File: src/rtl/swctl_pkg.sv
package swctl_pkg;
  localparam int unsigned CSR_W = 16;

  // bit positions inside each host register
  localparam int unsigned BIT_TMO  = 15;
  localparam int unsigned BIT_PWR  = 14;
  localparam int unsigned BIT_ENG  = 13;
  localparam int unsigned BIT_RCV  = 12;
  localparam int unsigned BIT_SEND = 11;
  localparam int unsigned BIT_IE   = 10;
  localparam int unsigned BIT_INIT = 9;

  typedef enum logic [1:0] {
    POS_NEUTRAL = 2'b00,
    POS_SIDE_A  = 2'b01,
    POS_SIDE_B  = 2'b10,
    POS_NONE    = 2'b11
  } swpos_e;

  // initialize pulse length in clock cycles
  function automatic int unsigned pulse_cycles(input int unsigned clk_mhz,
                                               input int unsigned width_us);
    return clk_mhz * width_us;
  endfunction

  // true when the switch position names this side
  function automatic logic side_owns(input logic [1:0] pos, input int unsigned side);
    return (side == 0) ? (pos == POS_SIDE_A) : (pos == POS_SIDE_B);
  endfunction
endpackage

File: src/rtl/swctl_init_timer.sv
module swctl_init_timer #(
  parameter int unsigned CYCLES = 1000
) (
  input  logic clk,
  input  logic rst_n,
  input  logic clr,
  input  logic start,
  output logic busy
);
  localparam int unsigned CNT_W = $clog2(CYCLES + 1);

  logic [CNT_W-1:0] cnt;
  logic             load;

  assign busy = (cnt != '0);
  assign load = start && !busy;

  always_ff @(posedge clk or negedge rst_n) begin
    if (!rst_n)       cnt <= '0;
    else if (clr)     cnt <= '0;
    else if (load)    cnt <= CNT_W'(CYCLES);
    else if (busy)    cnt <= cnt - 1'b1;
  end

  // an accepted start loads the full pulse length
  a_r8_full_length: assert property (@(posedge clk) disable iff (!rst_n)
    (load && !clr) |=> (cnt == CNT_W'(CYCLES)));

  // a running pulse only counts down, even under a new start
  a_r10_no_restart: assert property (@(posedge clk) disable iff (!rst_n)
    (busy && !clr) |=> (cnt == $past(cnt) - 1'b1));
endmodule

File: src/rtl/swctl_irq_edge.sv
module swctl_irq_edge (
  input  logic clk,
  input  logic rst_n,
  input  logic clr,
  input  logic en,
  input  logic rcv,
  input  logic ack,
  output logic irq,
  output logic rise
);
  logic and_now;
  logic and_prev;

  assign and_now = en && rcv;
  assign rise    = and_now && !and_prev;

  always_ff @(posedge clk or negedge rst_n) begin
    if (!rst_n) begin
      and_prev <= 1'b0;
      irq      <= 1'b0;
    end else begin
      and_prev <= and_now;
      if (clr)       irq <= 1'b0;
      else if (rise) irq <= 1'b1;
      else if (ack)  irq <= 1'b0;
    end
  end

  // the line only goes up after a detected rise
  a_r5_from_rise: assert property (@(posedge clk) disable iff (!rst_n)
    $rose(irq) |-> $past(rise));

  // acknowledge without a new rise drops the line
  a_r6_ack_drops: assert property (@(posedge clk) disable iff (!rst_n)
    (ack && !rise) |=> !irq);

  // a low line stays low without a fresh rise
  a_r6_no_refire: assert property (@(posedge clk) disable iff (!rst_n)
    (!irq && !rise) |=> !irq);
endmodule

File: src/rtl/swctl_host_reg.sv
module swctl_host_reg
  import swctl_pkg::*;
#(
  parameter int unsigned SIDE        = 0,
  parameter int unsigned INIT_CYCLES = 1000
) (
  input  logic             clk,
  input  logic             rst_n,
  input  logic             clr,
  input  logic             wr_en,
  input  logic [1:0]       be,
  input  logic [CSR_W-1:0] wdata,
  input  logic             ack,
  input  logic [1:0]       pos,
  input  logic             tmo_evt,
  input  logic             aclo,
  input  logic             rcv_in,
  output logic             send_out,
  output logic             init_busy,
  output logic             irq,
  output logic [CSR_W-1:0] rdata
);
  logic tmo_flag;
  logic send_q;
  logic ie_q;
  logic hi_wr;
  logic any_wr;
  logic owner;
  logic start_req;
  logic rise_evt;
  logic unused_wbits;

  assign hi_wr     = wr_en && be[1];
  assign any_wr    = wr_en && (be != 2'b00);
  assign owner     = side_owns(pos, SIDE);
  assign start_req = hi_wr && wdata[BIT_INIT] && owner;
  assign unused_wbits = ^{wdata[15:12], wdata[8:0]};

  always_ff @(posedge clk or negedge rst_n) begin
    if (!rst_n) begin
      tmo_flag <= 1'b0;
      send_q   <= 1'b0;
      ie_q     <= 1'b0;
    end else if (clr) begin
      tmo_flag <= 1'b0;
      send_q   <= 1'b0;
      ie_q     <= 1'b0;
    end else begin
      if (tmo_evt)     tmo_flag <= 1'b1;
      else if (any_wr) tmo_flag <= 1'b0;
      if (hi_wr) begin
        send_q <= wdata[BIT_SEND];
        ie_q   <= wdata[BIT_IE];
      end
    end
  end

  swctl_init_timer #(.CYCLES(INIT_CYCLES)) u_timer (
    .clk   (clk),
    .rst_n (rst_n),
    .clr   (clr),
    .start (start_req),
    .busy  (init_busy)
  );

  swctl_irq_edge u_irq (
    .clk   (clk),
    .rst_n (rst_n),
    .clr   (clr),
    .en    (ie_q),
    .rcv   (rcv_in),
    .ack   (ack),
    .irq   (irq),
    .rise  (rise_evt)
  );

  always_comb begin
    rdata           = '0;
    rdata[BIT_TMO]  = tmo_flag;
    rdata[BIT_PWR]  = aclo;
    rdata[BIT_ENG]  = (pos != POS_NEUTRAL);
    rdata[BIT_RCV]  = rcv_in;
    rdata[BIT_SEND] = send_q;
    rdata[BIT_IE]   = ie_q;
    rdata[BIT_INIT] = init_busy;
  end

  assign send_out = send_q;

  // a timeout event always leaves the flag set
  a_r3_tmo_sets: assert property (@(posedge clk) disable iff (!rst_n)
    (tmo_evt && !clr) |=> rdata[BIT_TMO]);

  // a write without a timeout clears the flag
  a_r3_write_clears: assert property (@(posedge clk) disable iff (!rst_n)
    (any_wr && !tmo_evt) |=> !rdata[BIT_TMO]);

  // no pulse starts from the side that does not hold the switch
  a_r8_owner_only: assert property (@(posedge clk) disable iff (!rst_n)
    (!init_busy && !owner) |=> !init_busy);

  // clear empties the writable bits
  a_r7_clear: assert property (@(posedge clk) disable iff (!rst_n)
    clr |=> (!send_q && !ie_q && !init_busy && !irq));

  // undefined bits never read as one
  a_r9_low_zero: assert property (@(posedge clk) disable iff (!rst_n)
    rdata[8:0] == 9'd0);
endmodule

File: src/rtl/dualhost_swctl.sv
module dualhost_swctl
  import swctl_pkg::*;
#(
  parameter int unsigned CLK_MHZ = 100,
  parameter int unsigned INIT_US = 10
) (
  input  logic        clk,
  input  logic        rst_n,
  input  logic [1:0]  sw_pos,
  input  logic        tmo_evt,
  input  logic        bus_aclo,
  input  logic        a_wr_en,
  input  logic [1:0]  a_be,
  input  logic [15:0] a_wdata,
  input  logic        a_clr,
  input  logic        a_ack,
  output logic [15:0] a_rdata,
  output logic        a_irq,
  input  logic        b_wr_en,
  input  logic [1:0]  b_be,
  input  logic [15:0] b_wdata,
  input  logic        b_clr,
  input  logic        b_ack,
  output logic [15:0] b_rdata,
  output logic        b_irq,
  output logic        bus_init
);
  localparam int unsigned NHOST       = 2;
  localparam int unsigned INIT_CYCLES = pulse_cycles(CLK_MHZ, INIT_US);

  logic             wr_en_v [NHOST];
  logic [1:0]       be_v    [NHOST];
  logic [CSR_W-1:0] wdata_v [NHOST];
  logic             clr_v   [NHOST];
  logic             ack_v   [NHOST];
  logic [CSR_W-1:0] rdata_v [NHOST];
  logic             irq_v   [NHOST];
  logic             send_v  [NHOST];
  logic             busy_v  [NHOST];

  assign wr_en_v[0] = a_wr_en;  assign wr_en_v[1] = b_wr_en;
  assign be_v[0]    = a_be;     assign be_v[1]    = b_be;
  assign wdata_v[0] = a_wdata;  assign wdata_v[1] = b_wdata;
  assign clr_v[0]   = a_clr;    assign clr_v[1]   = b_clr;
  assign ack_v[0]   = a_ack;    assign ack_v[1]   = b_ack;

  for (genvar h = 0; h < NHOST; h++) begin : g_host
    swctl_host_reg #(
      .SIDE        (h),
      .INIT_CYCLES (INIT_CYCLES)
    ) u_reg (
      .clk       (clk),
      .rst_n     (rst_n),
      .clr       (clr_v[h]),
      .wr_en     (wr_en_v[h]),
      .be        (be_v[h]),
      .wdata     (wdata_v[h]),
      .ack       (ack_v[h]),
      .pos       (sw_pos),
      .tmo_evt   (tmo_evt),
      .aclo      (bus_aclo),
      .rcv_in    (send_v[NHOST-1-h]),
      .send_out  (send_v[h]),
      .init_busy (busy_v[h]),
      .irq       (irq_v[h]),
      .rdata     (rdata_v[h])
    );
  end

  assign a_rdata  = rdata_v[0];
  assign b_rdata  = rdata_v[1];
  assign a_irq    = irq_v[0];
  assign b_irq    = irq_v[1];
  assign bus_init = busy_v[0] || busy_v[1];

  // a send write shows up as receive on the opposite register
  a_r4_cross: assert property (@(posedge clk) disable iff (!rst_n)
    (a_wr_en && a_be[1] && !a_clr) |=> (b_rdata[BIT_RCV] == $past(a_wdata[BIT_SEND])));
endmodule

File: config.mk
export PLATFORM = sky130hd
export DESIGN_NAME = dualhost_swctl
export DESIGN_NICKNAME = d
export VERILOG_FILES = /design/src/rtl/swctl_pkg.sv /design/src/rtl/swctl_init_timer.sv /design/src/rtl/swctl_irq_edge.sv /design/src/rtl/swctl_host_reg.sv /design/src/rtl/dualhost_swctl.sv
export SDC_FILE = /design/constraint.sdc
export NUM_CORES = 1
export LEC_CHECK = 0
export BUFFER_PORTS_ARGS = -buffer_cell sky130_fd_sc_hd__buf_2
export CAP_MARGIN = 20
export CORE_AREA = 2 2 66 68
export CTS_CLUSTER_DIAMETER = 150
export DETAILED_ROUTE_END_ITERATION = 10
export DIE_AREA = 0 0 68 70
export PLACE_DENSITY_LB_ADDON = 0.3
export SETUP_SLACK_MARGIN = 0.2
export SYNTH_ARGS = -nofsm -noshare
export SYNTH_HDL_FRONTEND = slang
export SYNTH_HIERARCHICAL = 1
export SYNTH_SLANG_ARGS = --single-unit
File: constraint.sdc
create_clock -name clk -period 1.8 [get_ports clk]
set_input_delay 0.09 -clock clk [delete_from_list [all_inputs] [get_ports clk]]
set_output_delay 0.09 -clock clk [all_outputs]
set_load 0.01 [all_outputs]
* Word level (Yosys, flattened, before mapping)
Index checks and enable logic that the tools add are counted.
W data, S select, Z words.
** Operators by class
- $add $sub $neg :: 2
- Equality and inequality tests :: 2
- Multiplexer cells :: 26
- Reductions and logical operators :: 32
** Operator list (count)
- $mux W10 :: 6
- $mux W1 :: 20
- $reduce_bool A10 Y1 :: 2
- $sub A10 B1 Y10 const B :: 2
- $reduce_bool A3 Y1 :: 6
- $logic_and A1 B1 Y1 :: 14
- $reduce_bool A2 Y1 :: 5
- $logic_not A1 Y1 :: 4
- $eq A2 B1 Y1 const B :: 1
- $eq A2 B2 Y1 const B :: 1
- $logic_or A1 B1 Y1 :: 1
** Word-level totals
- Register bits :: 30
- Input bits :: 48
- Output and inout bits :: 35
- Word-level logic and storage cells :: 74

* Longest topological paths before layout
Gate-level depths: netlist of the first run.
- Word-level depth :: 6
- Gate-level depth with buffers :: 8
- Gate-level depth less buffers :: 7

* Hierarchy
The synthesis of the first run kept the hierarchy.
** By module, submodules not included
- swctl_init_timer :: times used 2, cells an instance 54, area each 549.3 um2, sequential area each 250.2 um2
- swctl_host_reg :: times used 2, cells an instance 32, area each 270.3 um2, sequential area each 75.1 um2
- swctl_irq_edge :: times used 2, cells an instance 7, area each 81.3 um2, sequential area each 50.0 um2
- dualhost_swctl :: times used 1, cells an instance 1, area each 6.3 um2, sequential area each 0.0 um2

* Least setup slack after synthesis of the first run
No wires, ideal clock.
- Path kind :: flip-flop to flip-flop
- From :: reg g_host[0].u_reg.u_timer.cnt[0]
- To :: reg g_host[0].u_reg.u_timer.cnt[4]
- Setup time :: 0.077 ns
- Data arrival time :: 1.562 ns
- Required time :: 1.723 ns
- Setup slack :: 0.161 ns
- Stages on the path, launching flop included :: 8
- Buffers on the path :: 1
- Period minus slack after synthesis :: 1.639 ns
- Path through :: dfrtp_1 -> inv_1 -> ha_1 -> nor2b_1 -> and4_1 -> buf_6 -> or3_2 -> a21oi_1
** Between the ends
- Longest elaborated chain between the ends :: 5
- Elaborated cells between the ends (all ways) :: 8
- Classes of those cells :: add/sub (1); mux (3); reduce/logical (4)
** Ends and longest elaborated chain
- from (decl) :: RTL line swctl_init_timer.sv:12 : logic [CNT_W-1:0] cnt;
- from (signal assigned) :: RTL line swctl_init_timer.sv:21 : else if (load) cnt <= CNT_W'(CYCLES);
- from (signal assigned) :: RTL line swctl_init_timer.sv:22 : else if (busy) cnt <= cnt - 1'b1;
- branches (longest 5 deep; another with $sub A10 B1 Y10)
Parallel ways; which one is timed is not known. The select of a mux whose other input is x is not followed.
A chain may end at the register's enable or synchronous reset.

* Final worst setup path of the first run
- From :: reg g_host[0].u_reg.u_timer.cnt[1]
- To :: out bus_init
** Between the ends
- Longest elaborated chain between the ends :: 2
** Ends and longest elaborated chain
- $reduce_bool A10 Y1 :: RTL line swctl_init_timer.sv:15 : assign busy = (cnt != '0);
- $logic_or A1 B1 Y1 :: RTL line dualhost_swctl.sv:74 : assign bus_init = busy_v[0] || busy_v[1];
- to (decl) :: RTL line dualhost_swctl.sv:26 : output logic bus_init
No other way between the ends.

==> summary.txt, run 1 <==
Final Critical Period -> 1.77 ns
largest net degree at the start of global routing -> 31
Yosys Warn Count -> 6
Fin Setup TNS -> 0 ns
CTS max path bufs -> 2
RSZ-0062 raised after global routing -> true
Peak Freq -> 566 MHz
fin crit share -> 0.981
Final HPWL DP -> 2340 um
root buf cell -> clkbuf_8
critical path data required time -> 1.71 ns
Slew Limit Fails -> 0
worst hold slack -> 0.0551 ns
Worst-path clk slew -> 0.06 ns
Final setup viols -> 0
# diodes -> 0
total number of vias -> 1361
Crit Path Max Fanout -> 5
static leakage -> 1.11 nW
crit path DAT -> 1.68 ns
post-route cell area -> 0.00231 mm2
Final Util -> 0.558
Area growth syn-to-layout -> 28.7%
wire per inst -> 12.9 um
post-synthesis cell area -> 0.00180 mm2
CTS sink cnt -> 30
Pwr Total -> 3.42 mW
core area -> 0.00414 mm2
Via density -> 4.71
CP Class -> flop to primary output
drc violations -> 0
nets@finish -> 288
GPL Wtd Cong -> 0.745
initial antenna violation count -> 0
Mapped Cells -> 185
die span in x -> 68 um
Starting DRT DRC Count -> 91
CTS tree -> yes
placed cell area -> 0.00190 mm2
CP Launch Type -> flop
Top Ports -> 83
Die ar. -> 0.00476 mm2
Num CTS Buffers -> 5
Avg Cell Area, Syn -> 9.71 um2
worst-case clock skew -> 0.00627 ns
vias in the first global route -> 1268
remaining global-route overflow -> 0
Routed Antenna Nets -> 0
layout cell share with drive strength beyond 1 -> 0.481
Max Cap Viol -> 0
outcome -> complete, no violations
Die Y -> 70 um
final WL -> 3740 um
FP Rows -> 24
CTS H-Tree Depth -> 2
PortBufs -> 35
maximum vdd ir drop -> 0.541 mV
worst skew pair latency -> 0.29 ns
Slew HR -> 0.548
Worst-Margin Slew -> 0.678 ns
DR pass1 iterations -> 4
PD cells -> 1480 mW/mm2
first-pass GRT wire length -> 5710 um
gr usage total -> 0.163
Hold Crit Class -> input pin to flop
filler cell count -> 381
final hold violation count -> 0
CP Capture Type -> primary output
Starting Density -> 0.433
==> power by group <==
group	switching, mW	total (mW)	internal (mW)
Clock	0.259	0.567	0.308
Combinational	0.819	1.87	1.05
Sequential	0.164	0.983	0.819
==> critical path: stages (launching register included) <==
cell and delay [ns]:
dfrtp_1 0.40, inv_2 0.10, ha_4 0.12, nor2b_4 0.12
and4_4 0.25, inv_4 0.05, or2_1 0.21, buf_2 0.13
==> flip-flops by register name (all words and copies together), names as in the netlist <==
name	flops
g_host.u_reg/u_irq/and_prev	2
g_host.u_reg/tmo_flag	2
g_host.u_reg/ie_q	2
g_host.u_reg/u_timer/cnt	20
g_host.u_reg/send_out	2
g_host.u_reg/u_irq/irq	2
==> layer usage <==
metal	track usage	vias up	routed length [um]
li1	-	678	-
met5	0	-	0
met2	0.262	23	1870
met3	0.0564	9	147
met4	0.0844	0	108
met1	0.185	651	1610
==> cell type report <==
type                    count  area [um2]  area share
flip-flops and latches     30         751       0.325
clock inverters             1        5.00     0.00217
inverters                   8        35.0      0.0152
repair buffers             60         387       0.167
well taps                  52        65.1      0.0282
multi-input cells         131         982       0.425
clock buffers               7        86.3      0.0374
==> final timing paths <==
check                                                     from                        endpoint  slack (ns)  cells past startpoint
worst min-delay path                               b_wdata[11]        g_host[1].u_reg/send_out        0.06                      3
min in group asynchronous                                rst_n  g_host[1].u_reg/u_timer/cnt[4]        0.38                      2
worst max register to register  g_host[1].u_reg/u_timer/cnt[0]  g_host[1].u_reg/u_timer/cnt[4]        0.05                      7
worst min register to register       g_host[0].u_reg/u_irq/irq       g_host[0].u_reg/u_irq/irq        0.50                      1
max in group asynchronous                                rst_n  g_host[0].u_reg/u_timer/cnt[7]        0.98                      2
worst max-delay path            g_host[0].u_reg/u_timer/cnt[1]                        bus_init        0.03                      7
==> cells in the final DEF (no fill, tap or decap), types with 3 or more instances in the layout <==
cell type / instances
inv_2: 4
a21oi_1: 11
nand2_1: 4
dfrtp_1: 30
nand3_1: 6
nor2_1: 18
a21bo_2: 4
ha_4: 3
xor2_1: 4
or3_4: 3
conb_1: 18
buf_4: 20
a21oi_2: 9
or2_1: 3
buf_2: 34
clkbuf_8: 6
xnor2_1: 8
buf_6: 5
==> stage by stage <==
step                      cells  setup WS (ns)
after floorplan             201          0.212
after global placement      260         0.0820
after detailed placement    260         0.0765
after CTS                   284         0.0702
after global routing        289        -0.0384
final                       289         0.0347
==> timing repair <==
| item | CTS | global route |
|---|---|---|
| pin swaps | 8 | 6 |
| endpoints found under the hold margin | 30 | 0 |
| gates resized for setup | 22 | 19 |
| gates cloned | 0 | 0 |
| buffers inserted | 15 | 5 |
| endpoints found under the setup margin | 19 | 19 |
| hold buffers | 1 | 0 |
Power figures use the tool's default switching activity.
==> run 2: changes to the inputs <==
REMOVE_ABC_BUFFERS = 1   (was not set)
==> run 2 against run 1 <==
Non-clock buffer count down 8. Cell count down 2.8%. Flip-flop and latch count unchanged. Fmax grew 1.1%. Register-to-register slack improved by 0.04 ns. Power fell by 6.6%. Critical path depth unchanged. Critical path type unchanged. Critical endpoint unchanged. Largest power group unchanged.
==> summary.txt, run 2 (synthesis gave the netlist of run 1 again) <==
CP Launch Type -> flop
worst skew pair latency -> 0.28 ns
gr usage total -> 0.164
Setup WS post-layout -> 0.0543 ns
filler cell count -> 371
Final Critical Period -> 1.75 ns
Die Y -> 70 um
Hold Crit Class -> input pin to flop
fin crit share -> 0.970
final WL -> 3580 um
PortBufs -> 35
worst hold slack -> 0.0663 ns
Worst-Margin Slew -> 0.684 ns
total number of vias -> 1341
final hold violation count -> 0
# diodes -> 0
Crit Path Max Fanout -> 5
core area -> 0.00414 mm2
die span in x -> 68 um
Routed Antenna Nets -> 0
Final HPWL DP -> 2390 um
CTS H-Tree Depth -> 2
switch share -> 0.361
Via density -> 4.77
layout cell share with drive strength beyond 1 -> 0.445
CP Capture Type -> primary output
Final Util -> 0.533
CP Class -> flop to primary output
worst-case clock skew -> 0.00189 ns
Slew HR -> 0.544
placed cells -> 262
commonest non-fill, non-tap cells in the layout -> 34 x buf_2, 30 x dfrtp_1, 18 x nor2_1, 18 x conb_1, 15 x buf_4
critical path data required time -> 1.71 ns
Psw -> 1.15 mW
drc violations -> 0
Worst-path clk slew -> 0.06 ns
FP Rows -> 24
Final setup viols -> 0
worst r2r dst -> g_host[1].u_reg/u_timer/cnt[4]
Peak Freq -> 573 MHz
largest net degree at the start of global routing -> 31
crit path DAT -> 1.66 ns
r2r startpoint -> g_host[1].u_reg/u_timer/cnt[0]
Die ar. -> 0.00476 mm2
Area growth syn-to-layout -> 23.0%
hold path cells -> 3
Slew Limit Fails -> 0
number of flip-flops in the largest register -> 20
Logic pwr share -> 0.520
Hold Crit Endpoint -> g_host[1].u_reg/send_out
Place WS -> 0.0439 ns
remaining global-route overflow -> 0
min-delay src -> b_wdata[11]
CTS max path bufs -> 2
Pint -> 2.04 mW
setup slack, reg-to-reg -> 0.09 ns
Top Ports -> 83
Starting DRT DRC Count -> 106
wire per inst -> 12.7 um
non-filler instance count after layout -> 281
GPL Wtd Cong -> 0.762
PD cells -> 1440 mW/mm2
RSZ-0062 raised after global routing -> true
CTS tree -> yes
outcome -> complete, no violations
DR pass1 iterations -> 4
Clk network pwr share -> 0.173
root buf cell -> clkbuf_8
commonest non-fill, non-tap cell in the layout -> buf_2
initial antenna violation count -> 0
sequential fraction of design power -> 0.307
vias in the first global route -> 1314
Max Cap Viol -> 0
maximum vdd ir drop -> 0.741 mV
Biggest register -> g_host.u_reg/u_timer/cnt
first-pass GRT wire length -> 5910 um
CTS sink cnt -> 30
static leakage -> 1.07 nW
Num CTS Buffers -> 5
nets@finish -> 280
Starting Density -> 0.433
Reg2Reg Depth -> 5
## run 2: changes by cell type in the layout (fill, tap and decap cells not counted), moves of 2 or more
cell,change
a21oi_1,+2
a21oi_2,-2
buf_4,-5
buf_6,-3
nor4_1,+2
## run 2: what timing repair did
| item | in CTS | in global routing |
|---|---|---|
| endpoints found under the setup margin | 17 | 21 |
| resized for setup | 23 | 13 |
| hold buffers | 1 | 0 |
| pin swaps | 6 | 8 |
| buffers inserted | 8 | 2 |
| endpoints found under the hold margin | 30 | 0 |
## run 2: metrics by stage
stage	TNS, ns	cell area, um2	total power, mW
6_report	0	2210	3.19
5_1_grt	-0.0430	2210	3.45
4_1_cts	0	2130	3.04
3_5_place_dp	0	1890	2.16
3_3_place_gp	0	1890	2.15
2_1_floorplan	0	1610	1.82
## run 2: power by group through the flow
stage / registers, mW / logic, mW / clock network (mW)
2_1_floorplan: 0.950 / 0.869 / 0
3_5_place_dp: 0.975 / 1.19 / 0
6_report: 0.980 / 1.66 / 0.552
4_1_cts: 0.970 / 1.50 / 0.570
3_3_place_gp: 0.971 / 1.18 / 0
5_1_grt: 1.01 / 1.84 / 0.606
## run 2: worst max path at each step
stage	start	to	slack [ns]	depth (start not counted)
floorplan	g_host[0].u_reg/u_timer/cnt[0]	g_host[0].u_reg/u_timer/cnt[4]	0.17	5
global placement	g_host[1].u_reg/u_timer/cnt[0]	g_host[1].u_reg/u_timer/cnt[8]	0.06	6
detailed placement	g_host[1].u_reg/u_timer/cnt[0]	g_host[1].u_reg/u_timer/cnt[8]	0.04	6
CTS	g_host[1].u_reg/u_timer/cnt[0]	bus_init	0.07	7
global route	g_host[0].u_reg/u_timer/cnt[1]	bus_init	-0.04	7
finish	g_host[0].u_reg/u_timer/cnt[1]	bus_init	0.05	7
## run 2: cell type report
class / instances / area (um2) / area share
multi-input cells: 131 / 951 / 0.431
well taps: 52 / 65.1 / 0.0295
clock buffers: 7 / 86.3 / 0.0391
repair buffers: 52 / 315 / 0.143
flip-flops and latches: 30 / 751 / 0.340
clock inverters: 1 / 5.00 / 0.00227
inverters: 8 / 35.0 / 0.0159
## run 2: critical path, cell delays in order (launching register included)
cell and delay, ns:
dfrtp_1 0.39, inv_2 0.10, ha_4 0.13, nor2b_4 0.12, and4_4 0.25, inv_4 0.04, or2_1 0.21, buf_2 0.14
## run 2: routing by layer
layer,vias to the layer above,wire [um],global-route usage
met1,648,1650,0.214
li1,664,-,-
met5,-,0,0
met3,5,175,0.0596
met2,24,1720,0.245
met4,0,33,0.0600
